===== config.mk =====
export PLATFORM = sky130hd
export DESIGN_NAME = recovery_point_seq
export DESIGN_NICKNAME = d
export VERILOG_FILES = /design/src/rtl/rps_pkg.sv /design/src/rtl/rps_dpath.sv /design/src/rtl/rps_ctrl.sv /design/src/rtl/recovery_point_seq.sv
export SDC_FILE = /design/constraint.sdc
export NUM_CORES = 1
export LEC_CHECK = 0
export BUFFER_PORTS_ARGS = -buffer_cell sky130_fd_sc_hd__buf_2
export CAP_MARGIN = 20
export CORE_AREA = 3 3 40 42
export CTS_CLUSTER_SIZE = 14
export DETAILED_ROUTE_END_ITERATION = 16
export DIE_AREA = 0 0 43 45
export PLACE_DENSITY_LB_ADDON = 0.08
export SYNTH_ARGS = -nofsm -noshare
export SYNTH_HDL_FRONTEND = slang
export SYNTH_SLANG_ARGS = --single-unit

===== constraint.sdc =====
create_clock -name clk -period 4.18 [get_ports clk]
set_input_delay 0.836 -clock clk [delete_from_list [all_inputs] [get_ports clk]]
set_output_delay 0.836 -clock clk [all_outputs]
set_load 0.005 [all_outputs]

===== src/rtl/rps_pkg.sv =====
package rps_pkg;

  localparam logic [2:0] LS_INV = 3'd0;
  localparam logic [2:0] LS_SHR = 3'd1;
  localparam logic [2:0] LS_NXO = 3'd2;
  localparam logic [2:0] LS_MOD = 3'd3;
  localparam logic [2:0] LS_SCK = 3'd4;
  localparam logic [2:0] LS_ICK = 3'd5;
  localparam logic [2:0] LS_PRE = 3'd6;

  typedef enum logic [2:0] {
    PH_IDLE     = 3'd0,
    PH_DRAIN    = 3'd1,
    PH_CREATE   = 3'd2,
    PH_WAITGO   = 3'd3,
    PH_COMMIT   = 3'd4,
    PH_ROLLBACK = 3'd5
  } phase_e;

  typedef enum logic [1:0] {
    MAP_CREATE = 2'd0,
    MAP_COMMIT = 2'd1,
    MAP_ROLL   = 2'd2
  } mapSel_e;

  typedef struct packed {
    logic    clrAddr;
    logic    stepAddr;
    logic    wrAllow;
    mapSel_e mapSel;
  } ctrlStrb_t;

  function automatic logic [2:0] mapLine(mapSel_e sel, logic [2:0] s);
    logic [2:0] r;
    r = s;
    case (sel)
      MAP_CREATE: if (s == LS_MOD || s == LS_NXO) r = LS_PRE;
      MAP_COMMIT: begin
        if (s == LS_ICK) r = LS_INV;
        else if (s == LS_PRE) r = LS_SCK;
      end
      MAP_ROLL: begin
        if (s == LS_ICK) r = LS_SCK;
        else if (s != LS_SCK) r = LS_INV;
      end
      default: r = s;
    endcase
    return r;
  endfunction

endpackage


===== src/rtl/rps_dpath.sv =====
module rps_dpath
  import rps_pkg::*;
#(
  parameter int NUM_LINES = 8,
  parameter int ADDR_W = 3
) (
  input  logic              clk,
  input  logic              rstN,
  input  ctrlStrb_t         strb,
  input  logic [2:0]        tagRdData,
  input  logic              tagSharers,
  output logic [ADDR_W-1:0] tagAddr,
  output logic              tagWrEn,
  output logic [2:0]        tagWrData,
  output logic              lastLine,
  output logic              lineDirty,
  output logic              lineReuse
);

  localparam logic [ADDR_W-1:0] LAST_IDX = ADDR_W'(NUM_LINES - 1);

  logic [ADDR_W-1:0] lineIdx;

  always_ff @(posedge clk) begin
    if (!rstN)              lineIdx <= '0;
    else if (strb.clrAddr)  lineIdx <= '0;
    else if (strb.stepAddr) lineIdx <= lineIdx + 1'b1;
  end

  assign tagAddr   = lineIdx;
  assign lastLine  = (lineIdx == LAST_IDX);
  assign lineDirty = (tagRdData == LS_MOD) || (tagRdData == LS_NXO);
  assign lineReuse = (tagRdData == LS_NXO) && tagSharers;
  assign tagWrData = mapLine(strb.mapSel, tagRdData);
  assign tagWrEn   = strb.wrAllow && (tagWrData != tagRdData);

endmodule


===== src/rtl/rps_ctrl.sv =====
module rps_ctrl
  import rps_pkg::*;
(
  input  logic      clk,
  input  logic      rstN,
  input  logic      ckptReq,
  input  logic      pendingBusy,
  input  logic      commitGo,
  input  logic      failNotice,
  input  logic      repAck,
  input  logic      lastLine,
  input  logic      lineDirty,
  output phase_e    phase,
  output ctrlStrb_t strb,
  output logic      repReq,
  output logic      createDone
);

  phase_e nextPhase;
  logic   failHeld;

  always_ff @(posedge clk) begin
    if (!rstN) begin
      phase    <= PH_IDLE;
      failHeld <= 1'b0;
    end else begin
      phase <= nextPhase;
      if (phase == PH_COMMIT) failHeld <= failHeld | failNotice;
      else                    failHeld <= 1'b0;
    end
  end

  always_comb begin
    nextPhase     = phase;
    strb          = '{clrAddr: 1'b0, stepAddr: 1'b0, wrAllow: 1'b0, mapSel: MAP_CREATE};
    repReq        = 1'b0;
    case (phase)
      PH_IDLE: begin
        strb.clrAddr = 1'b1;
        if (failNotice)   nextPhase = PH_ROLLBACK;
        else if (ckptReq) nextPhase = PH_DRAIN;
      end
      PH_DRAIN: begin
        strb.clrAddr = 1'b1;
        if (failNotice)        nextPhase = PH_ROLLBACK;
        else if (!pendingBusy) nextPhase = PH_CREATE;
      end
      PH_CREATE: begin
        strb.mapSel = MAP_CREATE;
        if (failNotice) begin
          nextPhase    = PH_ROLLBACK;
          strb.clrAddr = 1'b1;
        end else begin
          repReq = lineDirty;
          if (!lineDirty || repAck) begin
            strb.wrAllow  = lineDirty;
            strb.stepAddr = 1'b1;
            if (lastLine) begin
              strb.clrAddr = 1'b1;
              nextPhase    = PH_WAITGO;
            end
          end
        end
      end
      PH_WAITGO: begin
        strb.clrAddr = 1'b1;
        if (failNotice)    nextPhase = PH_ROLLBACK;
        else if (commitGo) nextPhase = PH_COMMIT;
      end
      PH_COMMIT: begin
        strb.mapSel   = MAP_COMMIT;
        strb.wrAllow  = 1'b1;
        strb.stepAddr = 1'b1;
        if (lastLine) begin
          strb.clrAddr = 1'b1;
          nextPhase    = (failHeld || failNotice) ? PH_ROLLBACK : PH_IDLE;
        end
      end
      PH_ROLLBACK: begin
        strb.mapSel   = MAP_ROLL;
        strb.wrAllow  = 1'b1;
        strb.stepAddr = 1'b1;
        if (lastLine) begin
          strb.clrAddr = 1'b1;
          nextPhase    = PH_IDLE;
        end
      end
      default: nextPhase = PH_IDLE;
    endcase
  end

  assign createDone = (phase == PH_WAITGO);

endmodule


===== src/rtl/recovery_point_seq.sv =====
module recovery_point_seq
  import rps_pkg::*;
#(
  parameter int NUM_LINES = 8,
  localparam int ADDR_W = (NUM_LINES > 1) ? $clog2(NUM_LINES) : 1
) (
  input  logic              clk,
  input  logic              rstN,
  input  logic              ckptReq,
  input  logic              pendingBusy,
  input  logic              commitGo,
  input  logic              failNotice,
  output logic              createDone,
  output logic [2:0]        phase,
  output logic [ADDR_W-1:0] tagAddr,
  input  logic [2:0]        tagRdData,
  input  logic              tagSharers,
  output logic              tagWrEn,
  output logic [2:0]        tagWrData,
  output logic              repReq,
  output logic [ADDR_W-1:0] repAddr,
  output logic              repReuse,
  input  logic              repAck
);

  ctrlStrb_t strb;
  phase_e    phaseQ;
  logic      lastLine;
  logic      lineDirty;
  logic      lineReuse;

  rps_ctrl u_ctrl (
    .clk        (clk),
    .rstN       (rstN),
    .ckptReq    (ckptReq),
    .pendingBusy(pendingBusy),
    .commitGo   (commitGo),
    .failNotice (failNotice),
    .repAck     (repAck),
    .lastLine   (lastLine),
    .lineDirty  (lineDirty),
    .phase      (phaseQ),
    .strb       (strb),
    .repReq     (repReq),
    .createDone (createDone)
  );

  rps_dpath #(.NUM_LINES(NUM_LINES), .ADDR_W(ADDR_W)) u_dpath (
    .clk       (clk),
    .rstN      (rstN),
    .strb      (strb),
    .tagRdData (tagRdData),
    .tagSharers(tagSharers),
    .tagAddr   (tagAddr),
    .tagWrEn   (tagWrEn),
    .tagWrData (tagWrData),
    .lastLine  (lastLine),
    .lineDirty (lineDirty),
    .lineReuse (lineReuse)
  );

  assign phase    = phaseQ;
  assign repAddr  = tagAddr;
  assign repReuse = repReq & lineReuse;

endmodule


==> run summary, run 1 <==
Met1 Usage GRT: 0.200
Yosys reg bits: 7
Sequential share of the synthesized area: 0.221
CP max FO: 10
GRT busiest layer: met2
Worst setup margin: 1.38 ns
Root cell of the clock tree: clkbuf_4
Boundary pin count: 27
Skew final: 0.00788 ns
Worst Hold Depth: 2
CTS sink count: 7
Part of the cycle the worst path needs: 0.669
Number of vias per cell: 5.44
Hold-fix buffers, CTS: 0
Grt ovf: 0
Power Density: 472 nW/um^2
All-layer global routing usage: 0.154
HPWL after DPL: 1090 um
Post-Synthesis Cell Area: 633 um^2
Post-CTS sizing: 0
Reg2Reg Launch Point: u_ctrl.phase[0]
Post-route ant nets: 0
Setup CP Type: in -> out
Leak Pwr: 0.374 nW
Yosys cell types: 36
WP buf/inv: 2
CP max stage delay: 0.54 ns
Least-Margin Pin Slew: 0.580 ns
RSZ-0062 raised after global routing: false
Max Root-Sink Buffers: 2
IO Port Bufs: 26
Req. time, crit path: 3.34 ns
H-Tree Level Count: 1
DRC: 0
Cells after synthesis: 86
Antenna cells: 0
Wire per inst: 11.7 um
R2R depth: 4
WP depth: 5
Initial Util: 0.493
CP cell instances: buf_2, or4b_4, nor2_1, and3_1, buf_2
Hold_ws: 0.537 ns
Synthesized area per cell: 7.36 um^2
Die height: 45 um
Via count: 664
Die area: 1940 um^2
Beginning of the critical path: failNotice
Period minus WS final: 2.80 ns
GR Util met2: 0.243
CTS Buf Count: 3
Power Total: 354 uW
Critical Path AT: 1.96 ns
Placed insts: 118
Clk slew on worst S/H paths: 0.05 ns
Final Hold Fails: 0
Worst setup EP type: output pin
Grt met3 use: 0.0598
CP dominant cell by count: buf_2
Final Util: 0.584
Top delay family on crit path: simple AND/OR/NAND/NOR gates
Crit-path slowest cell: or4b_4
First-pass GRT wire length: 2280 um
Slew Viols, Final: 0
DR pass1 iterations: 4
Final WL: 1420 um
Layout net count: 121
Cell area after layout: 751 um^2
Maximum VDD drop: 0.275 mV
Layout cells sized above 1: 0.318
DP Area: 724 um^2
Vias in the first global route: 541
Hold Crit Class: reg -> reg
FP Rows: 13
Fmax: 357 MHz
HP Start: u_dpath.tagAddr[1]
Outcome: finished, final reports clean
Area grow syn2layout: 18.6%
Post-Syn Nets: 99
CP startpoint kind: primary input
Number of antenna violations at the first check in global routing: 0
Ys Warns: 0
Setup bufs post-CTS: 0
Setup TNS: 0 ns
Die width: 43 um
RePlAce Congestion: 0.785
Relative slew slack: 0.613
Final setup violation count: 0
Worst skew pair latency: 0.26 ns
MaxCap Viol Count: 0
DP Worst Slack: 1.38 ns
Non-Filler Instances: 122
Pin count of the biggest net entering global routing: 20
Core ar.: 1280 um^2
First DRT Iteration DRCs: 4
CTS tree: built
## final timing paths
check | endpoint | slack, ns
hold reg to reg | u_dpath.tagAddr[1] | 0.54
setup / recovery | repReuse | 1.38
hold / removal | u_dpath.tagAddr[1] | 0.54
setup reg to reg | u_ctrl.phase[1] | 2.36
## flip-flops by register name, indices dropped and copies added, names as in the netlist
signal and cells:
u_ctrl.failHeld 1, u_dpath.tagAddr 3, u_ctrl.phase 3
## per-layer routing
metal  vias to the layer above  part of all wire
met4                         0            0.0077
met1                       291              0.47
li1                        347                 -
met2                        24              0.45
met3                         2             0.078
met5                         -                 0
## layout by cell type (no fill, tap or decap), drive strengths merged, types with 2 or more instances in the layout
cell,synthesis,final
buf,8,26
nor2,9,9
nand2,8,8
a21oi,8,8
o21ai,8,8
dfxtp,7,7
inv,4,4
nor3,4,4
clkbuf,1,4
nor2b,3,3
nand2b,2,2
mux2i,2,2
a211o,2,2
ha,2,2
## cells by family (layout without fill, tap and decap cells)
family / count (synthesis) / after routing / share of synthesized area
and+or+nand+nor: 33 / 33 / 0.269
AOI/OAI and AO/OA: 28 / 28 / 0.310
buffers and inverters: 13 / 34 / 0.115
DFF: 7 / 7 / 0.221
adders and majority gates: 2 / 2 / 0.0395
muxes: 2 / 2 / 0.0316
xor gates and xnor gates: 1 / 1 / 0.0138
## worst min-delay path: stages, from the launching register on
cell     delay (ns)
dfxtp_1        0.35
mux2i_1        0.08
nor2_1         0.07
## layout make-up
class,instances,area (um^2)
Clock buffer,4,26.3
Fill cell,142,534
Inverter,4,15.0
Multi-Input combinational cell,66,420
Sequential cell,7,140
Tap cell,15,18.8
Timing Repair Buffer,26,130
## where the power goes
group	total (mW)	switching, mW	internal (mW)
clock	0.0624	0.0259	0.0365
sequential	0.119	0.0386	0.0799
combinational	0.173	0.0867	0.0864
## cell usage after synthesis (all sizes together)
cell	count	share of area
o22ai	1	0.020
o32ai	1	0.014
or4b	1	0.022
a211oi	1	0.012
a21o	1	0.012
or3b	1	0.014
a211o	2	0.028
dfxtp	7	0.22
a21oi	8	0.063
nor2	9	0.053
nand3	1	0.0079
nand2b	2	0.020
o21ai	8	0.087
o221ai	1	0.014
mux2i	2	0.032
o21bai	1	0.012
ha	2	0.040
o31ai	1	0.012
a31oi	1	0.0099
nor2b	3	0.030
buf	8	0.085
nand2	8	0.047
or2	1	0.0099
inv	4	0.024
a21boi	1	0.012
xnor2	1	0.014
clkbuf	1	0.0059
nor3b	1	0.012
a2111oi	1	0.016
and3	1	0.0099
nand3b	1	0.012
nor3	4	0.032
(Power assumes the default switching activity.)
==> run 2, diff against run 1 <==
--- a/config.mk
+++ b/config.mk
@@ -7,10 +7,11 @@
 export LEC_CHECK = 0
 export BUFFER_PORTS_ARGS = -buffer_cell sky130_fd_sc_hd__buf_2
 export CAP_MARGIN = 20
-export CORE_AREA = 3 3 40 42
+export CORE_ASPECT_RATIO = 1.1
+export CORE_MARGIN = 3
+export CORE_UTILIZATION = 41
 export CTS_CLUSTER_SIZE = 14
 export DETAILED_ROUTE_END_ITERATION = 16
-export DIE_AREA = 0 0 43 45
 export PLACE_DENSITY_LB_ADDON = 0.08
 export SYNTH_ARGS = -nofsm -noshare
 export SYNTH_HDL_FRONTEND = slang
==> constraint.sdc (replaced) <==
create_clock -name clk -period 2.5 [get_ports clk]
set_input_delay 0.5 -clock clk [delete_from_list [all_inputs] [get_ports clk]]
set_output_delay 0.5 -clock clk [all_outputs]
set_load 0.005 [all_outputs]
==> run summary, run 2 (synthesis gave the netlist of run 1 again) <==
Relative slew slack: 0.703 (+0.0906)
Filler Cell Count: 142 (unchanged)
RSZ-0062 raised after global routing: false
DP Worst Slack: 0.365 ns (-1.02 ns)
Max Root-Sink Buffers: 2 (unchanged)
Hold_ws: 0.518 ns (-0.0198 ns)
Boundary pin count: 27 (unchanged)
First DRT Iteration DRCs: 8 (+4)
DR WL met3: 112 um (+0.90%)
Initial Util: 0.452 (-0.0409)
Multi-input gate area: 420 um^2 (unchanged)
First-pass GRT wire length: 2420 um (+6.0%)
IO Port Bufs: 26 (unchanged)
Outcome: finished, final reports clean
Grt ovf: 0 (unchanged)
Setup bufs post-CTS: 0 (unchanged)
Skew final: 0.00588 ns (-0.00201 ns)
Area grow syn2layout: 22.3%
Post-route ant nets: 0 (unchanged)
Fmax: 468 MHz
Layout cells sized above 1: 0.336 (+0.0186)
Power Density: 808 nW/um^2 (+71%)
Beginning of the critical path: u_ctrl.phase[2]
Hold-fix buffers, CTS: 0 (unchanged)
CP startpoint kind: flop
RePlAce Congestion: 0.830 (+5.7%)
Wire per inst: 12.0 um (+2.4%)
Most frequent cells in the layout: buf_2 (26), nor2_1 (9), nand2_1 (8), a21oi_1 (8), dfxtp_1 (7)
FP Rows: 14 (+1)
Power Total: 626 uW (+77%)
Req. time, crit path: 2.00 ns (-1.34 ns)
Die area: 2050 um^2 (+6.1%)
HPWL after DPL: 1120 um (+3.2%)
Die height: 47.2 um (+4.9%)
All-layer global routing usage: 0.164 (+0.00996)
DR pass1 iterations: 4 (unchanged)
Period minus WS final: 2.14 ns
Layout net count: 124 (+2.5%)
Reg2Reg Launch Point: u_ctrl.phase[1]
Critical Path AT: 1.64 ns (-0.32 ns)
Setup TNS: 0 ns (unchanged)
Worst skew pair latency: 0.26 ns (about the same)
Slew Viols, Final: 0 (unchanged)
Number of antenna violations at the first check in global routing: 0 (unchanged)
Maximum VDD drop: 0.446 mV (+62%)
Post-CTS sizing: 0 (unchanged)
Worst setup margin: 0.363 ns (-1.02 ns)
Clk slew on worst S/H paths: 0.06 ns (about the same)
CP max FO: 6 (-4)
Core ar.: 1400 um^2 (+9.1%)
Number of vias per cell: 5.36 (-1.6%)
Final setup violation count: 0 (unchanged)
Worst setup EP type: output pin
H-Tree Level Count: 1 (unchanged)
Hold Crit Class: in -> reg
Commonest non-fill, non-tap cell in the layout: buf_2
Least-Margin Pin Slew: 0.441 ns (-0.139 ns)
Pin count of the biggest net entering global routing: 19 (-5.0%)
Leak Pwr: 0.390 nW (+4.1%)
DRC: 0 (unchanged)
Antenna cells: 0 (unchanged)
Part of the cycle the worst path needs: 0.855
HP Start: rstN
Final Hold Fails: 0 (unchanged)
Met2 wire length: 648 um (+1.9%)
CTS sink count: 7 (unchanged)
Register Area: 140 um^2 (unchanged)
Via count: 675 (+1.7%)
CTS Buf Count: 3 (unchanged)
MaxCap Viol Count: 0 (unchanged)
Final WL: 1510 um (+5.8%)
Final Util: 0.553 (-0.0315)
Vias in the first global route: 545 (+0.74%)
Top sig layer: met4
Root cell of the clock tree: clkbuf_4
CTS tree: built
Wl on met1: 705 um (+6.2%)
Setup CP Type: reg -> out
Die width: 43.5 um (+1.1%)
## run 2: cell types whose count changed in the layout (fill, tap and decap cells not counted)
cell   before  now
buf_4       0    3
## run 2: path summary, 6_finish.rpt
| path | endpoint | slack [ns] | depth (start not counted) |
|---|---|---|---|
| setup / recovery | repReuse | 0.36 | 4 |
| hold / removal | u_ctrl.phase[0] | 0.52 | 3 |
| setup reg to reg | u_ctrl.phase[1] | 0.82 | 5 |
| hold reg to reg | u_dpath.tagAddr[2] | 0.54 | 2 |
## run 2: report_power, final
group | total, mW | leakage, nW | internal, mW | switching (mW)
clock network | 0.108 | 0.0150 | 0.0613 | 0.0471
registers | 0.152 | 0.0572 | 0.134 | 0.0189
logic | 0.365 | 0.318 | 0.165 | 0.200
total | 0.626 | 0.390 | 0.360 | 0.266
## run 2: critical path, cell delays in order, from the launching register on
cell	delay (ns)
dfxtp_1	0.35
or4b_4	0.59
nor2_1	0.17
and3_1	0.16
buf_2	0.10
## run 2: final cells by class
| type | instances | area share |
|---|---|---|
| clock buffers | 4 | 0.0339 |
| inverters | 4 | 0.0194 |
| multi-input cells | 66 | 0.543 |
| flip-flops and latches | 7 | 0.181 |
| well taps | 16 | 0.0258 |
| repair buffers | 29 | 0.197 |
## run 2: stage by stage
stage	std cells	instance area [um^2]
after floorplan	86	633
after global placement	122	748
after detailed placement	122	748
after CTS	126	774
after global routing	126	774
final	126	774
## run 2: metal layers
| metal | up-vias | track usage |
|---|---|---|
| met5 | - | 0 |
| met4 | 0 | 0.139 |
| met3 | 5 | 0.0383 |
| met2 | 29 | 0.236 |
| met1 | 292 | 0.208 |
| li1 | 349 | - |
